### src/rtl/r24_pkg.sv
package r24_pkg;
  parameter int DW    = 16;
  parameter int OW    = DW + 2;
  parameter int LANES = 4;

  typedef struct packed {
    logic signed [DW-1:0] re;
    logic signed [DW-1:0] im;
  } smp_t;

  typedef struct packed {
    logic signed [OW-1:0] re;
    logic signed [OW-1:0] im;
  } wide_t;

  typedef wide_t [LANES-1:0] quad_t;

  function automatic wide_t widen(smp_t s);
    wide_t w;
    w.re = {{(OW-DW){s.re[DW-1]}}, s.re};
    w.im = {{(OW-DW){s.im[DW-1]}}, s.im};
    return w;
  endfunction

  function automatic wide_t cadd(wide_t x, wide_t y);
    wide_t r;
    r.re = x.re + y.re;
    r.im = x.im + y.im;
    return r;
  endfunction

  function automatic wide_t csub(wide_t x, wide_t y);
    wide_t r;
    r.re = x.re - y.re;
    r.im = x.im - y.im;
    return r;
  endfunction

  // times -j: (x + jy)(-j) = y - jx
  function automatic wide_t rot_mj(wide_t x);
    wide_t r;
    r.re = x.im;
    r.im = -x.re;
    return r;
  endfunction

  // times +j: (x + jy)(j) = -y + jx
  function automatic wide_t rot_pj(wide_t x);
    wide_t r;
    r.re = -x.im;
    r.im = x.re;
    return r;
  endfunction

  // radix-4 kernel; inverse direction exchanges the two j-rotated outputs
  function automatic quad_t kern_r4(wide_t a, wide_t b, wide_t c, wide_t d, logic inv);
    quad_t y;
    wide_t bq, dq, ac_s, ac_d;
    bq   = inv ? rot_pj(b) : rot_mj(b);
    dq   = inv ? rot_mj(d) : rot_pj(d);
    ac_s = cadd(a, c);
    ac_d = csub(a, c);
    y[0] = cadd(ac_s, cadd(b, d));
    y[1] = cadd(ac_d, cadd(bq, dq));
    y[2] = csub(ac_s, cadd(b, d));
    y[3] = csub(ac_d, cadd(bq, dq));
    return y;
  endfunction

  // two radix-2 kernels on the pairs (A,C) and (B,D)
  function automatic quad_t kern_r2(wide_t a, wide_t b, wide_t c, wide_t d);
    quad_t y;
    y[0] = cadd(a, c);
    y[1] = csub(a, c);
    y[2] = cadd(b, d);
    y[3] = csub(b, d);
    return y;
  endfunction
endpackage

### src/rtl/r24_sample_delay.sv
module r24_sample_delay
  import r24_pkg::*;
#(
  parameter int DEPTH = 4
) (
  input  logic clk,
  input  logic rst_n,
  input  logic en,
  input  smp_t din,
  output smp_t dout
);
  smp_t pipe [DEPTH];

  always_ff @(posedge clk) begin
    if (!rst_n) begin
      for (int i = 0; i < DEPTH; i++) pipe[i] <= '0;
    end else if (en) begin
      pipe[0] <= din;
      for (int i = 1; i < DEPTH; i++) pipe[i] <= pipe[i-1];
    end
  end

  assign dout = pipe[DEPTH-1];
endmodule

### src/rtl/r24_butterfly.sv
module r24_butterfly
  import r24_pkg::*;
(
  input  smp_t  a,
  input  smp_t  b,
  input  smp_t  c,
  input  smp_t  d,
  input  logic  half,
  input  logic  inv,
  output quad_t y
);
  wide_t wa, wb, wc, wd;

  always_comb begin
    wa = widen(a);
    wb = widen(b);
    wc = widen(c);
    wd = widen(d);
    if (half) y = kern_r2(wa, wb, wc, wd);
    else      y = kern_r4(wa, wb, wc, wd, inv);
  end
endmodule

### src/rtl/r24_commutator.sv
module r24_commutator
  import r24_pkg::*;
#(
  localparam int MW = $clog2(LANES)
) (
  input  quad_t         y,
  input  logic          rotate,
  input  logic [MW-1:0] mode,
  output quad_t         z
);
  for (genvar k = 0; k < LANES; k++) begin : g_lane
    logic [MW-1:0] src;
    assign src  = rotate ? MW'(k) + mode : MW'(k);
    assign z[k] = y[src];
  end
endmodule

### src/rtl/r24_first_stage.sv
module r24_first_stage
  import r24_pkg::*;
#(
  parameter int SEG = 4
) (
  input  logic                  clk,
  input  logic                  rst_n,
  input  logic                  in_valid,
  input  logic                  in_frame,
  input  logic                  in_half,
  input  logic                  in_inv,
  input  logic [DW-1:0]         in_re,
  input  logic [DW-1:0]         in_im,
  output logic                  out_valid,
  output logic [1:0]            out_mode,
  output logic [LANES*OW-1:0]   out_re,
  output logic [LANES*OW-1:0]   out_im
);
  localparam int RUN  = 4 * SEG;
  localparam int FILL = 3 * SEG;
  localparam int IDXW = $clog2(RUN);
  localparam int MW   = $clog2(LANES);

  logic [IDXW-1:0] idx_q;
  logic            framed_q, half_q, inv_q;
  logic            bfly_fire, bfly_start;
  logic [MW-1:0]   mode_now;
  smp_t            tap [4];
  quad_t           bf_y, cm_z;

  // events brought out for the checker
  assign bfly_fire  = in_valid && framed_q && !in_frame && (idx_q >= IDXW'(FILL));
  assign mode_now   = MW'(idx_q - IDXW'(FILL));
  assign bfly_start = bfly_fire && (mode_now == '0);

  always_ff @(posedge clk) begin
    if (!rst_n) begin
      idx_q    <= '0;
      framed_q <= 1'b0;
      half_q   <= 1'b0;
      inv_q    <= 1'b0;
    end else if (in_frame) begin
      idx_q    <= in_valid ? IDXW'(1) : '0;
      framed_q <= 1'b1;
      half_q   <= in_half;
      inv_q    <= in_inv;
    end else if (in_valid) begin
      idx_q <= (idx_q == IDXW'(RUN-1)) ? '0 : idx_q + 1'b1;
    end
  end

  // delay chain: segment outputs give quarters C, B, A behind the live D sample
  assign tap[0].re = in_re;
  assign tap[0].im = in_im;
  for (genvar g = 0; g < 3; g++) begin : g_seg
    r24_sample_delay #(.DEPTH(SEG)) u_seg (
      .clk  (clk),
      .rst_n(rst_n),
      .en   (in_valid),
      .din  (tap[g]),
      .dout (tap[g+1])
    );
  end

  r24_butterfly u_bf (
    .a   (tap[3]),
    .b   (tap[2]),
    .c   (tap[1]),
    .d   (tap[0]),
    .half(half_q),
    .inv (inv_q),
    .y   (bf_y)
  );

  r24_commutator u_cm (
    .y     (bf_y),
    .rotate(half_q),
    .mode  (mode_now),
    .z     (cm_z)
  );

  always_ff @(posedge clk) begin
    if (!rst_n) begin
      out_valid <= 1'b0;
      out_mode  <= '0;
      out_re    <= '0;
      out_im    <= '0;
    end else begin
      out_valid <= bfly_fire;
      if (bfly_fire) begin
        out_mode <= 2'(mode_now);
        for (int k = 0; k < LANES; k++) begin
          out_re[k*OW +: OW] <= cm_z[k].re;
          out_im[k*OW +: OW] <= cm_z[k].im;
        end
      end
    end
  end
endmodule

### config.mk
export PLATFORM = sky130hd
export DESIGN_NAME = r24_first_stage
export DESIGN_NICKNAME = d
export VERILOG_FILES = /design/src/rtl/r24_pkg.sv /design/src/rtl/r24_sample_delay.sv /design/src/rtl/r24_butterfly.sv /design/src/rtl/r24_commutator.sv /design/src/rtl/r24_first_stage.sv
export SDC_FILE = /design/constraint.sdc
export NUM_CORES = 2
export LEC_CHECK = 0
export ABC_AREA = 1
export BUFFER_PORTS_ARGS = -buffer_cell sky130_fd_sc_hd__buf_2
export CAP_MARGIN = 30
export CELL_PAD_IN_SITES_DETAIL_PLACEMENT = 2
export CELL_PAD_IN_SITES_GLOBAL_PLACEMENT = 2
export CORE_MARGIN = 4
export CORE_UTILIZATION = 40
export DETAILED_ROUTE_END_ITERATION = 8
export PLACE_DENSITY_LB_ADDON = 0.1
export SLEW_MARGIN = 20
export SYNTH_ARGS = -nofsm -noshare
export SYNTH_HDL_FRONTEND = slang
export SYNTH_SLANG_ARGS = --single-unit
### constraint.sdc
create_clock -name clk -period 36.4 [get_ports clk]
set_input_delay 7.28 -clock clk [delete_from_list [all_inputs] [get_ports clk]]
set_output_delay 7.28 -clock clk [all_outputs]
set_load 0.01 [all_outputs]
# == After elaboration in Yosys (flattened, before gate mapping) ==
# Memories as Yosys holds them, arrays and structs flattened.
# Cells that the tools add are included.
# word_totals
ram_bits,384
regBits,154
out_inout_bits,147
in_bits,38
memories,3
# classes
addsub,27
bitwise_logic,12
n_eq_ne,1
n_reduce_logical,5
order_cmp,5
muxes,35
# mem_list
memory,words,word_bits,read_ports,rd_clocked_by_memory_dff,wr,line,source
g_seg[0].u_seg.pipe,4,32,4,0,4,r24_sample_delay.sv:12,smp_t pipe [DEPTH];
g_seg[1].u_seg.pipe,4,32,4,0,4,r24_sample_delay.sv:12,
g_seg[2].u_seg.pipe,4,32,4,0,4,r24_sample_delay.sv:12,
# ops
operator,count
$mux W32,12
$bmux W36 S2,4
$mux W36,6
$mux W144,1
$add A18 B18 Y18,6
$neg A16 Y18,4
$sub A18 B18 Y18,4
$add A16 B16 Y17,4
$sub A16 B16 Y17,4
$lt A2 B3 Y1 const B,4
$mux W4,3
$or A1 B1 Y1,12
$mux W2,4
$mux W1,5
$add A2 B2 Y2 const A,2
$add A4 B1 Y4 const B,1
$eq A4 B4 Y1 const B,1
$ge A4 B4 Y1 const B,1
$logic_and A1 B1 Y1,3
$add A1 B2 Y2 const A,1
$reduce_bool A2 Y1,1
$sub A2 B1 Y2 const B,1
$logic_not A1 Y1,1

# == Depth between registers and ports, before layout ==
# logic_depth
word_depth,7
ltp_mapped,36

# == Hierarchy ==
# Synthesis repeated with hierarchy kept, for this count alone.
# hier_totals
hier_cells,6021
area_unflattened_um2,42134.2
# modules_own_cells
module,n_inst,area_each_um2,cells_each,seq_area_each_um2
r24_butterfly,1,17682.0,3157,0.0
r24_sample_delay,3,4969.8,401,3843.7
r24_first_stage,1,5475.3,679,3083.0
r24_commutator,1,4067.7,982,0.0

# == Worst setup path after synthesis ==
# No wires, ideal clock.
# synth_path
path_kind,input to register
start,in rst_n
end,"mem g_seg[0].u_seg.pipe[0][0] (netlist name), enable pin"
arrival_time_ns,14.061
setup_slack_ns,19.546
stages,3
n_path_buf,2
t_required_ns,33.607
cell_sequence,clkbuf_1 clkbuf_1 nand2_1
# synth_rtl
item,line,source
from (decl),r24_first_stage.sv:7,"input logic rst_n,"
to (decl),r24_sample_delay.sv:12,

# == Worst setup path after layout ==
# layout_path
start,in in_im[1]
end,reg out_re[15]
# layout_via
elab_chain_len,7
# layout_lines
item,line,source
from (decl),r24_first_stage.sv:13,"input logic [DW-1:0] in_im,"
$neg A16 Y18,r24_pkg.sv:50,r.re = -x.im;
$mux W36 (*),r24_pkg.sv:60,dq = inv ? rot_mj(d) : rot_pj(d);
$add A18 B18 Y18 (*),r24_pkg.sv:27,r.re = x.re + y.re;
$add A18 B18 Y18 or $sub A18 B18 Y18 (tied branches),"r24_pkg.sv:27, r24_pkg.sv:34",
$mux W144 (*),r24_butterfly.sv:19,"if (half) y = kern_r2(wa, wb, wc, wd);"
$bmux W36 S2 (*),r24_commutator.sv:14,assign z[k] = y[src];
$mux W36 (not written as such) (*),r24_commutator.sv:14,
"to (signal, indexed assignment)",r24_first_stage.sv:93,out_re[k*OW +: OW] <= cm_z[k].re;
to (decl),r24_first_stage.sv:16,"output logic [LANES*OW-1:0] out_re,"
# Every way passes the cells marked *; elsewhere a longest branch is shown, timed or not. The select of a mux whose other input is x is not followed.
# A chain may end at the register's enable or synchronous reset.

==> flow_summary.yaml <==
cells_and_area:
  drive_above_1_share: 0.0752
  nets: 6043
  n_fill_cell: 11800
  area_delta_synth_final_pct: 10.4
clock_tree:
  cts_made_buffers: 66
  ctsHoldBuffers: 0
  clockBufferDepth: 3
  clock_latency_ps: 690
  clk_transition_reported_paths_ps: 60
  cts_tree: "done"
  post-cts-setup-buffers: 0
  htreeDepth: 3
  clkSinkCount: 538
  clock-root-buffer: "clkbuf_16"
  cts_resized: 0
grt:
  grt_first_pass_wirelength_um: 302000
  gr-total-overflow: 0
  antenna_found_initial: 16
  grt_pass1_vias: 43800
  grt_max_degree: 218
  grt_use_total: 0.377
detailed_routing:
  wire_per_inst_um: 30.4
  ant_nets: 0
  routed_wl_um: 216000
  drt_iter0_drc: 4379
  num_vias: 42600
  drc: 0
  viasPerCell: 6.00
  dr.pass1.iters: 6
place:
  place.gp.congestion: 0.974
  io_buffers: 184
  place_ws_ps: 23680
  hpwl_um: 151000
timing:
  setup_viol: 0
  rsz0062_at_grt: "no"
  fin_crit_sh: 0.355
  fmax_mhz: 77.3
  tns_ps: 0
  worst_pin_slew_ps: 1180
  finalWorstSetupSlack_ps: 23470
  relSlewSlack: 0.216
  finClkSkew_ps: 42.6
  report.final.slew_viol_count: 0
  hold_violations: 0
  min_period_ps: 12930
synthesis:
  synth_edf_count: 384
  synth_top_area_share: 0.284
  synth-main-ff-cell: "edfxtp_1"
  netlist_top_cells_area: "edfxtp_1 28%, nand2_1 10%, ha_1 9.3%"
  synth_seq_area_share: 0.360
  ys_ff_latch: 538
  yosysMostFrequentCell: "nand2_1"
  syn_nets: 5990
  synth_area_leader_cell: "edfxtp_1"
  synth_cells: 5632
  async_reset_ff_frac: 0
  synth.distinct_cells: 67
  yosys_warnings: 0
  syn_area_mm2: 0.0406
  avgSynthCellArea_um2: 7.21
  synthTopCellsByCount: "1121 x nand2_1, 868 x inv_1, 703 x nor2_1"
setup_path:
  cpMostUsedCell: "nand2_1"
  path_max_fanout: 7
  crit_path_end_kind: "flop"
  r2r-start: "inv_q"
  cpPeakStageDelay_ps: 440
  slowest_stage: "nor3_1"
  worst_ep_arrival_time_ps: 13500
  crit_path_start_kind: "primary input"
  worst_ep_required_time_ps: 36970
  path_class: "primary input to flop"
  startpoint: "in_im[1]"
die:
  core-area_mm2: 0.100
  start_util: 0.404
  die_y_um: 327
  rows: 116
  die_area_mm2: 0.107
  die_x_um: 327
  io_pins: 185
power_and_ir_drop:
  netSwitchingFraction: 0.499
  seq_power_share: 0.244
  power.switching_mw: 1.45
  peakVddDrop_v: 0.0000407
  pwr-share-clk: 0.241
  pwr-share-comb: 0.515
  intPower_mw: 1.46
  p_leak_nw: 21.3
  power_density_mw_per_mm2: 64.8
outcome:
  outcome: "finished clean"
flow_run:
  max_cap_violations: 0
min_path:
  hp-start: "out_re[43]"
  hold_class: "flop to flop"
-- logic make-up (layout without fill, tap and decap cells) --
logic type,count (synthesis),count (layout),synth area share
xor+xnor,160,160,0.0353
flops,538,538,0.360
compound gates,987,987,0.136
simple gates,2488,2488,0.256
buf+inv,1132,1234,0.108
fa+ha+maj,320,320,0.102
other cells,0,10,0
mux,7,7,0.00173
-- worst max-delay path: cells and delay by family --
kind | cells | cell delay (ps)
buf+inv | 3 | 480
xor+xnor | 2 | 580
compound gates | 7 | 1700
fa+ha+maj | 3 | 1040
simple gates | 15 | 2410
-- through the flow --
stage / area, µm² / hold WS (ps) / power (mW) / std cells / utilization
floorplan: 40600 / 448 / 1.61 / 5632 / -
global placement: 42400 / 436 / 2.07 / 6963 / 0.423
detailed placement: 42600 / 456 / 2.13 / 6967 / 0.424
CTS: 44700 / 463 / 2.84 / 7084 / 0.445
global route: 44800 / 486 / 3.04 / 7095 / 0.446
finish: 44800 / 465 / 2.91 / 7101 / 0.446
-- power by group through the flow --
stage | Combinational [mW] | Clock [mW] | Sequential, mW
after global routing | 1.60 | 0.723 | 0.711
final | 1.50 | 0.699 | 0.710
after CTS | 1.43 | 0.699 | 0.708
after global placement | 1.36 | 0 | 0.712
after detailed placement | 1.41 | 0 | 0.718
after floorplan | 0.894 | 0 | 0.714
-- layout by cell type, fill, tap and decap left out, types with 9 or more instances in the layout --
cell,n
a21o_1,17
a21oi_1,466
a21oi_2,12
a31oi_1,24
and2_1,14
buf_2,184
buf_4,31
clkbuf_1,18
clkbuf_16,66
clkinv_2,11
dfxtp_1,152
diode_2,10
edfxtp_1,384
fa_1,18
ha_1,302
inv_1,866
inv_2,22
nand2_1,1116
nand2_2,16
nand3_1,484
nand3_2,9
nand3b_1,11
nand4_1,47
nor2_1,701
nor3_1,50
o211ai_1,34
o21ai_0,272
o21ai_1,36
o21ai_2,12
o21bai_1,24
o22ai_1,17
o31ai_1,18
or2_2,12
xnor2_1,12
xor2_1,144
-- sequential cells by signal, summed over array words and instances (netlist names) --
| name | count |
|---|---|
| out_re | 72 |
| idx_q | 4 |
| framed_q | 1 |
| g_seg.u_seg.pipe | 384 |
| inv_q | 1 |
| out_im | 72 |
| out_valid | 1 |
| half_q | 1 |
| out_mode | 2 |
-- per-layer routing --
layer	vias up	wire, µm	GRT usage
met3	617	16700	0.0622
met2	2149	94300	0.591
met4	8	11200	0.153
li1	18400	-	-
met5	-	48	0
met1	21400	93700	0.517
-- layout make-up --
type	count	area (µm²)	share of cell area
Clock buffer	84	1720	0.0384
Tap cell	1357	1700	0.0379
Sequential cell	538	14600	0.326
Inverter	892	3350	0.0748
Timing Repair Buffer	225	1370	0.0307
Multi-Input combinational cell	3962	21600	0.482
Clock inverter	33	418	0.00932
Antenna cell	10	25.0	0.000558
-- path summary, 6_finish.rpt --
path,end,slack (ps),cells after the start
max,out_re[15],23470,30
min,out_re[43],460,2
max reg2reg,out_re[15],29280,27
min reg2reg,out_re[43],460,2
Power figures use the tool's default switching activity.
